## config.mk

```make
export PLATFORM = sky130hd
export DESIGN_NAME = pll_reload_seq
export DESIGN_NICKNAME = d
export VERILOG_FILES = /design/src/rtl/pll_seq_pkg.sv /design/src/rtl/pll_seq_settle_timer.sv /design/src/rtl/pll_seq_image.sv /design/src/rtl/pll_seq_fsm.sv /design/src/rtl/pll_reload_seq.sv
export SDC_FILE = /design/constraint.sdc
export NUM_CORES = 1
export LEC_CHECK = 0
export BUFFER_PORTS_ARGS = -buffer_cell sky130_fd_sc_hd__buf_2
export CAP_MARGIN = 40
export CORE_UTILIZATION = 35
export CTS_CLUSTER_DIAMETER = 40
export DETAILED_ROUTE_END_ITERATION = 10
export GPL_TIMING_DRIVEN = 0
export PLACE_DENSITY_LB_ADDON = 0.1
export SLEW_MARGIN = 10
export SYNTH_ARGS = -nofsm -noshare
export SYNTH_HDL_FRONTEND = slang
export SYNTH_SLANG_ARGS = --single-unit
```

## constraint.sdc

```tcl
create_clock -name clk -period 2.9 [get_ports clk]
set_clock_uncertainty 0.2 [all_clocks]
set_input_delay 0.435 -clock clk [delete_from_list [all_inputs] [get_ports clk]]
set_output_delay 0.435 -clock clk [all_outputs]
set_load 0.02 [all_outputs]
```

## src/rtl/pll_seq_pkg.sv

```systemverilog
package pll_seq_pkg;

    localparam int REG_W   = 32;

    // Control bit positions inside the PLL control register
    localparam int BIT_RST = 31;   // loop reset
    localparam int BIT_BYP = 8;    // bypass
    localparam int BIT_EN  = 11;   // enable
    localparam int BIT_AUX = 5;    // cleared while arming

    localparam logic [REG_W-1:0] ONE_W   = {{(REG_W-1){1'b0}}, 1'b1};
    localparam logic [REG_W-1:0] M_RST   = ONE_W << BIT_RST;
    localparam logic [REG_W-1:0] M_BYP   = ONE_W << BIT_BYP;
    localparam logic [REG_W-1:0] M_EN    = ONE_W << BIT_EN;
    localparam logic [REG_W-1:0] M_AUX   = ONE_W << BIT_AUX;
    localparam logic [REG_W-1:0] M_CTRL  = M_RST | M_BYP | M_EN | M_AUX;

    typedef enum logic [2:0] {
        S_IDLE,
        S_FETCH,
        S_ARM,
        S_LOAD,
        S_SETTLE,
        S_ENABLE,
        S_UNRESET,
        S_UNBYPASS
    } seq_state_e;

endpackage

```

## src/rtl/pll_seq_settle_timer.sv

```systemverilog
module pll_seq_settle_timer #(
    parameter int DELAY = 1000
) (
    input  logic clk,
    input  logic rst_n,
    input  logic load_i,
    output logic expired_o
);
    localparam int CW = $clog2(DELAY + 1);

    logic [CW-1:0] cnt_q;
    logic          run_q;

    always_ff @(posedge clk or negedge rst_n) begin
        if (!rst_n) begin
            cnt_q <= '0;
            run_q <= 1'b0;
        end else if (load_i) begin
            cnt_q <= CW'(DELAY - 1);
            run_q <= 1'b1;
        end else if (run_q) begin
            if (cnt_q == '0) begin
                run_q <= 1'b0;
            end else begin
                cnt_q <= cnt_q - 1'b1;
            end
        end
    end

    assign expired_o = run_q && (cnt_q == '0);

    // the expiry indication is a single cycle per load
    assert_expiry_single_R5: assert property (@(posedge clk) disable iff (!rst_n)
        expired_o |=> !expired_o);

    // a fresh load never expires on the following cycle unless the wait is one cycle
    assert_no_early_expiry_R5: assert property (@(posedge clk) disable iff (!rst_n)
        (load_i && DELAY > 1) |=> !expired_o);

endmodule

```

## src/rtl/pll_seq_image.sv

```systemverilog
module pll_seq_image
    import pll_seq_pkg::*;
(
    input  logic             clk,
    input  logic             rst_n,
    input  logic             cap_set_i,
    input  logic [REG_W-1:0] setting_i,
    input  logic             cap_rd_i,
    input  logic [REG_W-1:0] rd_data_i,
    input  logic             ld_set_i,
    input  logic             set_en_i,
    input  logic             clr_rst_i,
    input  logic             clr_byp_i,
    output logic [REG_W-1:0] image_o
);
    logic [REG_W-1:0] set_q;
    logic [REG_W-1:0] img_q;

    always_ff @(posedge clk or negedge rst_n) begin
        if (!rst_n) begin
            set_q <= '0;
        end else if (cap_set_i) begin
            set_q <= setting_i;
        end
    end

    always_ff @(posedge clk or negedge rst_n) begin
        if (!rst_n) begin
            img_q <= '0;
        end else if (cap_rd_i) begin
            img_q <= (rd_data_i & ~M_AUX) | M_RST | M_BYP;
        end else if (ld_set_i) begin
            img_q <= img_q | (set_q & ~M_CTRL);
        end else if (set_en_i) begin
            img_q <= img_q | M_EN;
        end else if (clr_rst_i) begin
            img_q <= img_q & ~M_RST;
        end else if (clr_byp_i) begin
            img_q <= img_q & ~M_BYP;
        end
    end

    assign image_o = img_q;

    // once the read is captured the image holds reset and bypass
    assert_arm_bits_R3: assert property (@(posedge clk) disable iff (!rst_n)
        cap_rd_i |=> img_q[BIT_RST] && img_q[BIT_BYP] && !img_q[BIT_AUX]);

    // after the last step the PLL is enabled and out of reset and bypass
    assert_final_bits_R7: assert property (@(posedge clk) disable iff (!rst_n)
        clr_byp_i |=> img_q[BIT_EN] && !img_q[BIT_RST] && !img_q[BIT_BYP]);

endmodule

```

## src/rtl/pll_seq_fsm.sv

```systemverilog
module pll_seq_fsm
    import pll_seq_pkg::*;
(
    input  logic clk,
    input  logic rst_n,
    input  logic start_i,
    input  logic rd_valid_i,
    input  logic wr_ready_i,
    input  logic tmr_expired_i,
    output logic rd_req_o,
    output logic wr_en_o,
    output logic busy_o,
    output logic done_o,
    output logic cap_set_o,
    output logic cap_rd_o,
    output logic ld_set_o,
    output logic tmr_load_o,
    output logic set_en_o,
    output logic clr_rst_o,
    output logic clr_byp_o
);
    seq_state_e state_q, state_d;
    logic       done_q;

    // State register and done pulse
    always_ff @(posedge clk or negedge rst_n) begin
        if (!rst_n) begin
            state_q <= S_IDLE;
            done_q  <= 1'b0;
        end else begin
            state_q <= state_d;
            done_q  <= (state_q == S_UNBYPASS) && wr_ready_i;
        end
    end

    // Transitions
    always_comb begin
        state_d = state_q;
        unique case (state_q)
            S_IDLE:     if (start_i)       state_d = S_FETCH;
            S_FETCH:    if (rd_valid_i)    state_d = S_ARM;
            S_ARM:      if (wr_ready_i)    state_d = S_LOAD;
            S_LOAD:     if (wr_ready_i)    state_d = S_SETTLE;
            S_SETTLE:   if (tmr_expired_i) state_d = S_ENABLE;
            S_ENABLE:   if (wr_ready_i)    state_d = S_UNRESET;
            S_UNRESET:  if (wr_ready_i)    state_d = S_UNBYPASS;
            S_UNBYPASS: if (wr_ready_i)    state_d = S_IDLE;
            default:                       state_d = S_IDLE;
        endcase
    end

    // Outputs
    always_comb begin
        rd_req_o   = 1'b0;
        wr_en_o    = 1'b0;
        cap_set_o  = 1'b0;
        cap_rd_o   = 1'b0;
        ld_set_o   = 1'b0;
        tmr_load_o = 1'b0;
        set_en_o   = 1'b0;
        clr_rst_o  = 1'b0;
        clr_byp_o  = 1'b0;
        unique case (state_q)
            S_IDLE:     cap_set_o = start_i;
            S_FETCH: begin
                rd_req_o = 1'b1;
                cap_rd_o = rd_valid_i;
            end
            S_ARM: begin
                wr_en_o  = 1'b1;
                ld_set_o = wr_ready_i;
            end
            S_LOAD: begin
                wr_en_o    = 1'b1;
                tmr_load_o = wr_ready_i;
            end
            S_SETTLE:   set_en_o = tmr_expired_i;
            S_ENABLE: begin
                wr_en_o   = 1'b1;
                clr_rst_o = wr_ready_i;
            end
            S_UNRESET: begin
                wr_en_o   = 1'b1;
                clr_byp_o = wr_ready_i;
            end
            S_UNBYPASS: wr_en_o = 1'b1;
            default: ;
        endcase
    end

    assign busy_o = (state_q != S_IDLE);
    assign done_o = done_q;

    // a read and a write are never requested together
    assert_rd_wr_excl_R2: assert property (@(posedge clk) disable iff (!rst_n)
        !(rd_req_o && wr_en_o));

    // timer expiry is only seen while waiting for the loop to settle
    assert_expiry_in_settle_R5: assert property (@(posedge clk) disable iff (!rst_n)
        tmr_expired_i |-> (state_q == S_SETTLE));

    // done is a single-cycle pulse, raised only once busy has dropped
    assert_done_pulse_R9: assert property (@(posedge clk) disable iff (!rst_n)
        done_o |=> !done_o);
    assert_done_idle_R9: assert property (@(posedge clk) disable iff (!rst_n)
        done_o |-> !busy_o);

    // a busy sequence is not restarted by start
    assert_no_restart_R10: assert property (@(posedge clk) disable iff (!rst_n)
        (busy_o && start_i && state_q != S_UNBYPASS) |=> busy_o);

endmodule

```

## src/rtl/pll_reload_seq.sv

```systemverilog
module pll_reload_seq
    import pll_seq_pkg::*;
#(
    parameter int CLK_HZ = 100_000_000
) (
    input  logic             clk,
    input  logic             rst_n,
    input  logic             start_i,
    input  logic [REG_W-1:0] setting_i,
    output logic             rd_req_o,
    input  logic [REG_W-1:0] rd_data_i,
    input  logic             rd_valid_i,
    output logic             wr_en_o,
    output logic [REG_W-1:0] wr_data_o,
    input  logic             wr_ready_i,
    output logic             busy_o,
    output logic             done_o
);
    localparam int SETTLE_CYC = (CLK_HZ / 1000 < 1) ? 1 : CLK_HZ / 1000;

    logic cap_set, cap_rd, ld_set, tmr_load, set_en, clr_rst, clr_byp;
    logic tmr_expired;

    pll_seq_fsm u_fsm (
        .clk           (clk),
        .rst_n         (rst_n),
        .start_i       (start_i),
        .rd_valid_i    (rd_valid_i),
        .wr_ready_i    (wr_ready_i),
        .tmr_expired_i (tmr_expired),
        .rd_req_o      (rd_req_o),
        .wr_en_o       (wr_en_o),
        .busy_o        (busy_o),
        .done_o        (done_o),
        .cap_set_o     (cap_set),
        .cap_rd_o      (cap_rd),
        .ld_set_o      (ld_set),
        .tmr_load_o    (tmr_load),
        .set_en_o      (set_en),
        .clr_rst_o     (clr_rst),
        .clr_byp_o     (clr_byp)
    );

    pll_seq_settle_timer #(
        .DELAY (SETTLE_CYC)
    ) u_timer (
        .clk       (clk),
        .rst_n     (rst_n),
        .load_i    (tmr_load),
        .expired_o (tmr_expired)
    );

    pll_seq_image u_image (
        .clk       (clk),
        .rst_n     (rst_n),
        .cap_set_i (cap_set),
        .setting_i (setting_i),
        .cap_rd_i  (cap_rd),
        .rd_data_i (rd_data_i),
        .ld_set_i  (ld_set),
        .set_en_i  (set_en),
        .clr_rst_i (clr_rst),
        .clr_byp_i (clr_byp),
        .image_o   (wr_data_o)
    );

    // a stalled write keeps its request and data
    assert_wr_hold_R8: assert property (@(posedge clk) disable iff (!rst_n)
        (wr_en_o && !wr_ready_i) |=> (wr_en_o && $stable(wr_data_o)));

    // nothing is requested while idle
    assert_idle_quiet_R1: assert property (@(posedge clk) disable iff (!rst_n)
        !busy_o |-> (!rd_req_o && !wr_en_o));

endmodule

```

# [After elaboration in Yosys (flattened, before gate mapping)]
# Cells that the tools add are included.
[totals] reg_bits=85 latch_bits=0 ram_bits=0 mem_bits_ro=0 inputBits=69 output_inout_bits=36 word_cells=73 memories=0
[op_classes] n_addsub=1 mul=0 div_mod_pow=0 n_lt_le_gt_ge=0 n_eq_ne=18 shift=0 muxes=29 bitwise_logic=1 n_reduce_logical=15
[ops] operator="$mux W32" n=4
[ops] operator="$mux W17" n=3
[ops] operator="$or A32 B31 Y32" n=1
[ops] operator="$mux W3" n=8
[ops] operator="$pmux W3 S8" n=1
[ops] operator="$logic_not A17 Y1" n=1
[ops] operator="$sub A17 B1 Y17 const B" n=1
[ops] operator="$ne A2 B2 Y1 const B" n=8
[ops] operator="$eq A3 B3 Y1 const B" n=4
[ops] operator="$mux W1" n=12
[ops] operator="$reduce_bool A3 Y1" n=4
[ops] operator="$mux W9" n=1
[ops] operator="$reduce_and A8 Y1" n=1
[ops] operator="$eq A3 B2 Y1 const B" n=2
[ops] operator="$ne A3 B3 Y1 const B" n=2
[ops] operator="$reduce_or A5 Y1" n=1
[ops] operator="$reduce_and A2 Y1" n=2
[ops] operator="$reduce_bool A2 Y1" n=2
[ops] operator="$eq A3 B1 Y1 const B" n=1
[ops] operator="$logic_not A3 Y1" n=1
[ops] operator="$reduce_and A3 Y1" n=1
[ops] operator="$logic_and A1 B1 Y1" n=2
[ops] operator="$ne A2 B1 Y1 const B" n=1

# [Depth between registers and ports, before layout]
# Gate-level depths: netlist of run 1.
[logic_depth] depth_word=7 ltp_mapped=8 ltp_nobuf=6

# [Cells and area by module]
# Synthesis of run 1 repeated with hierarchy kept, for this count alone.
[hier_totals] hier_cells=325 area_unflattened_um2=3594.7
[by_module_without_submodules] mod="pll_seq_image" n_inst=1 cells_each=192 area_each_um2=2306.0
[by_module_without_submodules] mod="pll_seq_settle_timer" n_inst=1 cells_each=98 area_each_um2=985.9
[by_module_without_submodules] mod="pll_seq_fsm" n_inst=1 cells_each=35 area_each_um2=302.8

# [Worst setup path after synthesis of run 1]
# OpenSTA, ideal clock, no wires.
[synth_path] path_kind="reg-to-reg" start="register u_fsm.state_q[1]" end="register u_fsm.state_q[1]" setup_time_ns=0.125 t_arrival_ns=1.973 required_time_ns=2.575 path_slack_ns=0.602 stages_incl_launch_ff=7 period_less_slack_ns=2.298 path_cell_list="dfrtp_1 inv_1 ha_1 a211o_1 a221o_1 a31oi_1 mux2_2"
[synth_via] elab_chain_cells=3
[synth_rtl] item="start, declared" line="pll_seq_fsm.sv:22" source="seq_state_e state_q, state_d;"
[synth_rtl] item="start signal, assigned" line="pll_seq_fsm.sv:31" source="state_q <= state_d;"
[synth_rtl] item="$eq A3 B3 Y1, or another cell as far along" line="pll_seq_fsm.sv:39" source="unique case (state_q)"
[synth_rtl] item="$ne A2 B1 Y1 (no line) or $ne A2 B2 Y1 (tied branches)"
[synth_rtl] item="$reduce_and A8 Y1 (no line)"
# Parallel ways exist; a longest one is shown, timed or not.
# A chain may end at the register's enable or synchronous reset.

# [Worst setup path after layout of run 1]
[layout_path] start="register u_fsm.state_q[1]" end="register u_image.img_q[20] (netlist: u_image.image_o[20])"
[layout_via] elab_chain_cells=4
[layout_rtl] item="$eq A3 B2 Y1" line="pll_seq_fsm.sv:63" source="unique case (state_q)"
[layout_rtl] item="$mux W1" line="pll_seq_fsm.sv:63"
[layout_rtl] item="$mux W32" line="pll_seq_image.sv:32" source="end else if (ld_set_i) begin"
[layout_rtl] item="$mux W32" line="pll_seq_image.sv:30" source="end else if (cap_rd_i) begin"
[layout_rtl] item="end signal, assigned" line="pll_seq_image.sv:31" source="img_q <= (rd_data_i & ~M_AUX) | M_RST | M_BYP;"
[layout_rtl] item="end signal, assigned" line="pll_seq_image.sv:33" source="img_q <= img_q | (set_q & ~M_CTRL);"
[layout_rtl] item="end signal, assigned" line="pll_seq_image.sv:35" source="img_q <= img_q | M_EN;"
[layout_rtl] item="end, declared" line="pll_seq_image.sv:17" source="logic [REG_W-1:0] img_q;"
# Parallel ways exist; a longest one is shown, timed or not.

==> impl_metrics.tcl, run 1 <==
set metrics [dict create \
    p_sw_share_pct 24.1 \
    rows 36 \
    cts_buffers 9 \
    whs_path_depth 3 \
    startpoint_type "register" \
    pwr-share-clk_pct 39.5 \
    p_int_w 0.00151 \
    arrival_ns 2.54 \
    fin_crit_ns 2.48 \
    drive_gt1_share_pct 34.4 \
    drt_first_pass_iters 4 \
    cpLargestDelayFamily "buffers and inverters" \
    final_antenna_net_count 0 \
    grt_pass1_vias 2874 \
    insertion_delay_ns 0.35 \
    routed_wl_mm 8.86 \
    slew_viol_final 0 \
    drt-initial-drc-count 149 \
    post_cts_buffers 0 \
    syn_inst 339 \
    cellLeakagePower_nw 2.17 \
    p_total_w 0.00199 \
    finalNetCount 523 \
    critPathBufInv 3 \
    r2r_setup_slack_ns 0.42 \
    synth_area_leaders "dfrtp_1, mux2_2, o21ai_0" \
    run_status "complete, no violations" \
    setup_violations 0 \
    num_vias 2978 \
    hold_path_class "in -> reg" \
    p_seq_share_pct 56.8 \
    fin_setup_tns_ns 0 \
    die_h_um 104 \
    hold-path-endpoint "u_image.image_o[19]" \
    ff2ff_path_depth 8 \
    cts_sinks 81 \
    synth_edf_count 0 \
    port_buffers 96 \
    worstPathMaxFanout 10 \
    ys_async_sr_fraction_pct 100 \
    fmax_mhz 403 \
    cts-root-buf "clkbuf_8" \
    n_fill_cell 1002 \
    maxCapViolCount 0 \
    core_area_um2 9950 \
    place_congestion 0.723 \
    combPwrFrac_pct 3.7 \
    initial_core_util_pct 36.8 \
    viasPerCell 5.08 \
    dieArea_um2 10900 \
    cts_tree "built" \
    die_w_um 104 \
    synth.distinct_cells 47 \
    hpwl_mm 6.34 \
    path_clk_slew_ns 0.10 \
    switching_power_w 0.000479 \
    drcViolationCount 0 \
    grt_max_degree 43 \
    synth_seq_cells 81 \
    crit_chain "inv_1 -> ha_1 -> nor2b_1 -> and2_1 -> clkbuf_1 -> clkbuf_2 -> nand2_1 -> o21ai_0" \
    powerDensity_nw_per_um2 437 \
    wl_per_cell_um 15.1 \
    synth_nets 414 \
    synth_top_area_share_pct 55.4 \
    rr_startpoint "u_fsm.state_q[1]" \
    synth-main-ff-cell "dfrtp_1" \
    multi_input_area_um2 1530 \
    area_delta_synth_final_pct 24.1 \
    cpMaxStageDelayCell "clkbuf_1" \
    htreeDepth 3 \
    rsz0062_at_grt "false" \
    ys_seq_area_share_pct 55.4 \
    timing.rr.end "u_image.image_o[20]" \
    grt_pass1_wl_mm 14.3 \
    max_stage_delay_ns 0.43 \
    syn_area_per_cell_um2 10.8 \
    netlist_area_um2 3660 \
    min_from "rd_data_i[19]" \
    synth_largest_area_cell "dfrtp_1" \
    antenna_found_initial 0 \
    min_period_over_period_pct 85.5 \
    io_pins 105 \
    worst_pin_slew_ns 0.849 \
    slew_headroom_pct 43.3 \
    ir_worst_vdd_uv 203 \
    num_antenna_cells 0 \
    yosysWarnings 0 \
    hold_viol 0 \
    timing_worst_setup_path_type "reg -> reg" \
    grt_overflow 0 \
    grt_use_total_pct 16.8 \
    regArea_um2 2030 \
    cts.path.max_buffers 2 \
    endpoint_kind "register" \
    crit_required_ns 2.96 \
]
[metal layers]
metal	wire, um	track usage [%]	part of all wire (%)
met1	4180	22.9	47
met2	4200	26.5	47
met3	440	3.13	5.0
met4	39	6.12	0.44
met5	0	0	0
[cells by family (layout without fill, tap and decap cells)]
group / Yosys count / count (layout) / synth area share (%)
and+or+nand+nor: 104 / 104 / 15.7
AOI/OAI and AO/OA: 90 / 90 / 14.1
DFF: 81 / 81 / 55.4
muxes: 32 / 32 / 9.75
buffers and inverters: 25 / 139 / 2.98
adders and majority gates: 6 / 6 / 2.05
other: 1 / 1 / 0.103
[power groups by stage]
| stage | Clock (W) | Combinational [W] | Sequential, W |
|---|---|---|---|
| after detailed placement | 0 | 0.0000754 | 0.00115 |
| after floorplan | 0 | 0.00000396 | 0.00115 |
| after CTS | 0.000815 | 0.0000767 | 0.00113 |
| after global placement | 0 | 0.0000697 | 0.00115 |
| final | 0.000784 | 0.0000738 | 0.00113 |
| after global routing | 0.000859 | 0.0000841 | 0.00113 |
[worst min-delay path, delay by kind of cell]
| family | cells | cell delay, ns |
|---|---|---|
| buf+inv | 1 | 0.07 |
| compound gates | 1 | 0.06 |
| simple gates | 1 | 0.03 |
[cells in the mapped netlist, drive strengths merged (7+ instances only)]
cell type and n:
a21oi 34, buf 7, clkbuf 11, dfrtp 81
inv 7, mux2 29, nand2 38, nand3 10
nor2 8, nor3 8, o21ai 35
[final cells by class]
cell class	instances	area share (%)
well taps	133	3.66
flip-flops and latches	81	44.6
clock buffers	10	3.03
repair buffers	98	11.5
clock inverters	6	1.10
inverters	7	0.579
multi-input cells	233	33.7
plain buffers	18	1.87
[worst max-delay path by stage]
stage / end / slack [ns] / cells past startpoint / from
2_1_floorplan: u_fsm.state_q[1] / 0.60 / 6 / u_fsm.state_q[1]
3_3_place_gp: u_image.image_o[1] / 0.25 / 8 / u_fsm.state_q[1]
3_5_place_dp: u_image.image_o[2] / 0.22 / 8 / u_fsm.state_q[1]
4_1_cts: u_image.image_o[9] / 0.20 / 8 / u_fsm.state_q[1]
5_1_grt: u_image.image_o[17] / 0.12 / 8 / u_fsm.state_q[1]
6_report: u_image.image_o[20] / 0.42 / 8 / u_fsm.state_q[1]
[sequential cells by signal (all words and copies together) (netlist names)]
register / flops
u_timer.cnt_q: 17
u_image.image_o: 31
u_timer.run_q: 1
u_fsm.done_o: 1
u_image.set_q: 28
u_fsm.state_q: 3
[placed cells by master, fill, tap and decap left out, types with 5 or more instances in the layout]
master and instances:
clkbuf_8 10, a21oi_1 34, or4_1 5, ha_1 6, nor3_1 7, nand2_1 38
o21ai_0 35, clkbuf_1 8, mux2_2 29, nand3_1 10, buf_2 97, nor2_1 8
inv_1 7, dfrtp_1 81
[repair_timing]
| item | 4_1_cts | 5_1_grt |
|---|---|---|
| hold endpoints to repair | 39 | 0 |
| hold buffers | 1 | 0 |
| gates resized for setup | 0 | 5 |
| endpoints found under the setup margin | 0 | 16 |
[per-stage QoR]
stage               area [um^2]  setup slack [ns]  std cells  util [%]  hold slack [ns]
global placement           4310             0.254        568      43.3            0.288
detailed placement         4340             0.216        569      43.6            0.271
floorplan                  3660             0.602        339         -          -0.0606
CTS                        4530             0.203        586      45.5           0.0652
global route               4540             0.120        586      45.6           0.0762
finish                     4540             0.420        586      45.6           0.0818
Power figures use the tool's default switching activity.
==> inputs of run 2 (changes only) <==
Settings changed: ABC_AREA set to 1.
==> run 2 against run 1 <==
Against the previous run:
- synthesized cell count grew 27%
- worst hold slack gained 0.028 ns
- non-clock buffer count shrank 2
- combinational power grew to 25 times the previous value
- die area grew 6.7%
- power grew 140%
- cell count grew 17%
==> impl_metrics.tcl, run 2 <==
set metrics [dict create \
    run_status "complete, no violations" \
    cp-endpoint "wr_en_o" \
    insertion_delay_ns 0.35 \
    finalNetCount 616 \
    dp_cells 669 \
    combPwrFrac_pct 39.5 \
    port_buffers 96 \
    ys_async_sr_fraction_pct 100 \
    timing.rr.end "u_image.image_o[4]" \
    path_clk_slew_ns 0.09 \
    post-place-ws_ns 0.795 \
    worst_pin_slew_ns 0.533 \
    syn_inst 432 \
    slew_headroom_pct 64.5 \
    cts-root-buf "clkbuf_8" \
    yosys-top-cells-count "nand2_1, dfrtp_1, nor2_1" \
    p_sw_share_pct 39.5 \
    yosysWarnings 0 \
    layout_commonest_cell "buf_2" \
    cts_sinks 81 \
    hold_path_class "in -> reg" \
    drt-initial-drc-count 117 \
    hold_slack_ns 0.110 \
    drive_gt1_share_pct 32.1 \
    place_congestion 0.802 \
    routed_wl_mm 9.64 \
    dieArea_um2 11600 \
    synth-main-ff-cell "dfrtp_1" \
    die_w_um 108 \
    synth.distinct_cells 33 \
    cts_hold_buf 1 \
    startpoint_type "register" \
    largest_reg_flops 31 \
    timing.critical_path.from "u_fsm.state_q[1]" \
    post_cts_buffers 0 \
    crit_required_ns 2.27 \
    switching_power_w 0.00186 \
    cellLeakagePower_nw 2.37 \
    synth_top_area_share_pct 51.9 \
    fmax_mhz 471 \
    pwr-share-clk_pct 20.6 \
    ir_worst_vdd_uv 372 \
    crit_path_frequent_cell "nand2_1" \
    hold_viol 0 \
    fin_crit_ns 2.12 \
    ctsResizeCount 0 \
    rsz0062_at_grt "false" \
    rr_startpoint "u_fsm.state_q[0]" \
    cts_buffers 9 \
    synth_seq_cells 81 \
    grt_pass1_wl_mm 15.9 \
    synth_edf_count 0 \
    cts.path.max_buffers 2 \
    viasPerCell 4.68 \
    final_cell_mix "buf_2, nand2_1, dfrtp_1" \
    worstPathMaxFanout 5 \
    area_delta_synth_final_pct 23.8 \
    initial_core_util_pct 36.0 \
    netlist_area_um2 3910 \
    wl_per_cell_um 14.0 \
    grt_use_total_pct 17.9 \
    io_pins 105 \
    max_stage_delay_ns 0.42 \
    num_vias 3209 \
    synth_nets 507 \
    drcViolationCount 0 \
    synth_area_leaders "dfrtp_1, nand2_1, nor2_1" \
    crit_chain "inv_1 -> ha_1 -> nand2_1 -> nand2_1 -> buf_2" \
    final_antenna_net_count 0 \
    powerDensity_nw_per_um2 976 \
    die_h_um 108 \
    grt_pass1_vias 3259 \
    p_int_w 0.00286 \
    slew_viol_final 0 \
    grt_max_degree 46 \
    ff2ff_path_depth 7 \
    fin_cells 686 \
    endpoint_kind "primary output" \
    core_area_um2 10800 \
    arrival_ns 1.49 \
    timing_worst_setup_path_type "reg -> out" \
    syn_area_per_cell_um2 9.05 \
    htreeDepth 3 \
    fin_setup_tns_ns 0 \
    p_seq_share_pct 39.9 \
    num_antenna_cells 0 \
    setup_ws_ns 0.775 \
    cts_tree "built" \
    r2r_setup_slack_ns 0.82 \
    synth_largest_area_cell "dfrtp_1" \
    maxCapViolCount 0 \
    grt_overflow 0 \
    cpMaxStageDelayCell "dfrtp_1" \
    hpwl_mm 7.11 \
    antenna_found_initial 0 \
    rows 38 \
    setup_violations 0 \
    ys_seq_area_share_pct 51.9 \
    min_period_over_period_pct 73.3 \
    drt_first_pass_iters 4 \
    yosysMostFrequentCell "nand2_1" \
]
[run 2: changes by cell type in the layout (fill, tap and decap cells not counted), sizes merged, moves of 9 or more]
cell    before  now
nand2       38   93
nand3       10   23
clkbuf      21   12
o21ai       35   20
inv          9   39
a21oi       34    7
nor2         8   85
a211oi       1   21
[run 2: worst min-delay path by stage]
| stage | endpoint | cells after the start | startpoint |
|---|---|---|---|
| floorplan | u_fsm.done_o | 0 | rst_n |
| global placement | u_image.image_o[31] | 2 | u_image.image_o[31] |
| detailed placement | u_timer.cnt_q[11] | 1 | rst_n |
| CTS | u_image.set_q[9] | 2 | setting_i[9] |
| global route | u_image.set_q[9] | 2 | setting_i[9] |
| finish | u_image.set_q[9] | 2 | setting_i[9] |
[run 2: cells by family (layout without fill, tap and decap cells)]
kind of cell / Yosys count / in the layout / synth area share [%]
muxes: 21 / 21 / 6.05
DFF: 81 / 81 / 51.9
AOI/OAI and AO/OA: 57 / 57 / 10.1
adders and majority gates: 6 / 6 / 1.92
buffers and inverters: 52 / 166 / 6.05
other: 1 / 1 / 0.0960
and+or+nand+nor: 211 / 211 / 23.2
xor gates and xnor gates: 3 / 3 / 0.673
[run 2: power by group through the flow]
stage / logic [W] / registers, W / clock network, W
floorplan: 0.00107 / 0.00210 / 0
global route: 0.00209 / 0.00195 / 0.00106
finish: 0.00186 / 0.00188 / 0.000974
CTS: 0.00190 / 0.00189 / 0.00101
detailed placement: 0.00189 / 0.00191 / 0
global placement: 0.00185 / 0.00189 / 0
[run 2: layout make-up]
cell class | count | area, um^2
flip-flops and latches | 81 | 2030
inverters | 36 | 135
well taps | 140 | 175
repair buffers | 98 | 520
plain buffers | 16 | 101
clock buffers | 10 | 138
multi-input cells | 299 | 1640
clock inverters | 6 | 97.6
fillers | 1124 | 6000
[run 2: critical path, delay by kind of cell (launching register included)]
kind	cells	cell delay [ns]
AND/OR/NAND/NOR	2	0.23
adder cells (fa/ha/maj)	1	0.22
flip-flops	1	0.42
buffers and inverters	2	0.28
[run 2: metrics by stage]
step	util (%)	instance area [um^2]	total power, W
2_1_floorplan	-	3910	0.00317
3_3_place_gp	42.1	4560	0.00374
3_5_place_dp	42.4	4590	0.00380
4_1_cts	44.6	4840	0.00479
5_1_grt	44.6	4840	0.00510
6_report	44.6	4840	0.00472
[run 2: per-layer routing]
layer | global-route usage, % | up-vias | routed length, um
met1 | 22.4 | 1520 | 4240
li1 | - | 1620 | -
met3 | 6.72 | 8 | 571
met4 | 4.11 | 0 | 116
met5 | 0 | - | 0
met2 | 29.1 | 61 | 4710
==> inputs of run 3 (changes only) <==
Clock period 2.9 ns to 2.2 ns, I/O delays scaled along.
==> run 3 against run 2 <==
Against the previous run:
- flip-flop and latch count unchanged
- combinational power increased by 34%
- worst hold slack got worse by 0.092 ns
- cell count increased by 4.4%
- first-iteration DRC count increased by 1.7%
- highest routed layer unchanged
- non-clock buffer count increased by 30
- largest power group is now combinational logic
- power increased by 33%
- clock power increased by 32%
- routed wire length increased by 2.4%
==> impl_metrics.tcl, run 3 (same netlist as run 2, synthesis figures left out) <==
set metrics [dict create \
    run_status "complete, no violations" \
    worstPathMaxFanout 5 \
    highest_layer "met4" \
    cellLeakagePower_nw 2.51 \
    io_pins 105 \
    cts_tree "built" \
    wl_met1_mm 4.41 \
    hold-path-endpoint "u_image.image_o[21]" \
    p_int_w 0.00380 \
    drt-initial-drc-count 119 \
    arrival_ns 1.49 \
    crit_chain "inv_1 -> ha_1 -> nand2_1 -> nand2_1 -> buf_2" \
    p_sw_share_pct 39.4 \
    worst_pin_slew_ns 0.509 \
    timing.rr.end "u_timer.cnt_q[7]" \
    grt_use_total_pct 18.2 \
    hold_path_class "in -> reg" \
    viasPerCell 4.64 \
    cts.path.max_buffers 2 \
    dieArea_um2 11600 \
    cts_buffers 9 \
    initial_core_util_pct 36.0 \
    grt_overflow 0 \
    setup_violations 0 \
    r2r_setup_slack_ns 0.27 \
    crit_required_ns 1.67 \
    grt_max_degree 46 \
    hpwl_mm 7.11 \
    cpLargestDelayFamily "flip-flops" \
    core_area_um2 10800 \
    die_w_um 108 \
    pwr-share-clk_pct 20.5 \
    slew_viol_final 0 \
    finalNetCount 646 \
    insertion_delay_ns 0.35 \
    startpoint_type "register" \
    met3_length_um 490 \
    final_cell_mix "buf_2, nand2_1, dfrtp_1" \
    num_vias 3323 \
    maxCapViolCount 0 \
    largest_reg_flops 31 \
    hold_slack_ns 0.0179 \
    grt_pass1_vias 3382 \
    place_congestion 0.802 \
    hold_viol 0 \
    switching_power_w 0.00248 \
    antenna_found_initial 0 \
    cts-root-buf "clkbuf_8" \
    dr_wl_met2_mm 4.85 \
    cts_sinks 81 \
    layout_commonest_cell "buf_2" \
    fmax_mhz 496 \
    drive_gt1_share_pct 30.9 \
    powerDensity_nw_per_um2 1220 \
    drt_first_pass_iters 4 \
    min_from "rd_data_i[21]" \
    setup_ws_ns 0.183 \
    rsz0062_at_grt "false" \
    fin_crit_ns 2.02 \
    final_core_util_pct 47.4 \
    num_antenna_cells 0 \
    post-place-ws_ns 0.0948 \
    rr_startpoint "u_timer.cnt_q[0]" \
    min_period_over_period_pct 91.7 \
    critPathBufInv 2 \
    rows 38 \
    grt_pass1_wl_mm 16.4 \
    ff2ff_path_depth 13 \
    die_h_um 108 \
    cpMaxStageDelayCell "dfrtp_1" \
    endpoint_kind "primary output" \
    port_buffers 96 \
    max_stage_delay_ns 0.42 \
    routed_wl_mm 9.86 \
    p_seq_share_pct 39.7 \
    ir_worst_vdd_uv 491 \
    drcViolationCount 0 \
    path_clk_slew_ns 0.09 \
    p_total_w 0.00628 \
    final_antenna_net_count 0 \
    slew_headroom_pct 66.1 \
    wl_per_cell_um 13.8 \
    whs_path_depth 3 \
    crit_path_frequent_cell "nand2_1" \
    htreeDepth 3 \
    combPwrFrac_pct 39.8 \
    timing_worst_setup_path_type "reg -> out" \
    area_delta_synth_final_pct 31.6 \
]
[run 3: changes by cell type in the layout (fill, tap and decap cells not counted), sizes merged]
cell         before  now
dlygate4sd3       1   31
[run 3: cell type report]
type	count	area [um^2]
multi-input combinational	299	1640
inverter	36	135
clock buffer	10	138
tap	140	175
buffer	16	104
clock inverter	6	97.6
sequential	81	2030
fill	1110	5700
timing repair buffer	128	821
[run 3: worst reg2reg max path, delay by kind of cell (launching register included)]
| family | cells | cell delay [ns] |
|---|---|---|
| buffers and inverters | 4 | 0.47 |
| and+or+nand+nor | 7 | 0.54 |
| adders and majority gates | 1 | 0.16 |
| DFF | 1 | 0.41 |
| AOI/OAI and AO/OA | 1 | 0.05 |
[run 3: stage by stage]
step                      cells  setup TNS, ns  instance area [um^2]
after floorplan             432              0                  3910
final                       716              0                  5140
after global routing        716              0                  5140
after global placement      668         -12.73                  4560
after detailed placement    669              0                  4590
after CTS                   714              0                  5120
[run 3: what timing repair did]
action / in CTS / in global routing
endpoints found under the setup margin: 0 / 26
buffers inserted: 0 / 0
gates resized for setup: 0 / 5
endpoints found under the hold margin: 64 / 2
hold buffers: 29 / 2
[run 3: how the worst max path moves through the flow]
stage | from | to | cells after the start
after floorplan | u_timer.cnt_q[0] | u_timer.cnt_q[7] | 13
after global placement | rst_n | u_image.set_q[17] | 1
after detailed placement | u_fsm.state_q[0] | u_image.image_o[27] | 7
after CTS | u_fsm.state_q[0] | u_image.image_o[27] | 7
after global routing | u_timer.cnt_q[0] | u_timer.cnt_q[7] | 13
final | u_fsm.state_q[1] | wr_en_o | 5
[run 3: routing by layer]
metal  global-route usage [%]  vias to the layer above
met3                     6.05                        6
met1                     22.9                     1580
li1                         -                     1677
met2                     30.3                       60
met4                     4.11                        0
met5                        0                        -
[run 3: power groups by stage]
stage | sequential, W | combinational (W) | clock (W)
5_1_grt | 0.00258 | 0.00281 | 0.00139
3_3_place_gp | 0.00249 | 0.00244 | 0
6_report | 0.00249 | 0.00250 | 0.00129
2_1_floorplan | 0.00277 | 0.00141 | 0
4_1_cts | 0.00249 | 0.00254 | 0.00133
3_5_place_dp | 0.00251 | 0.00249 | 0
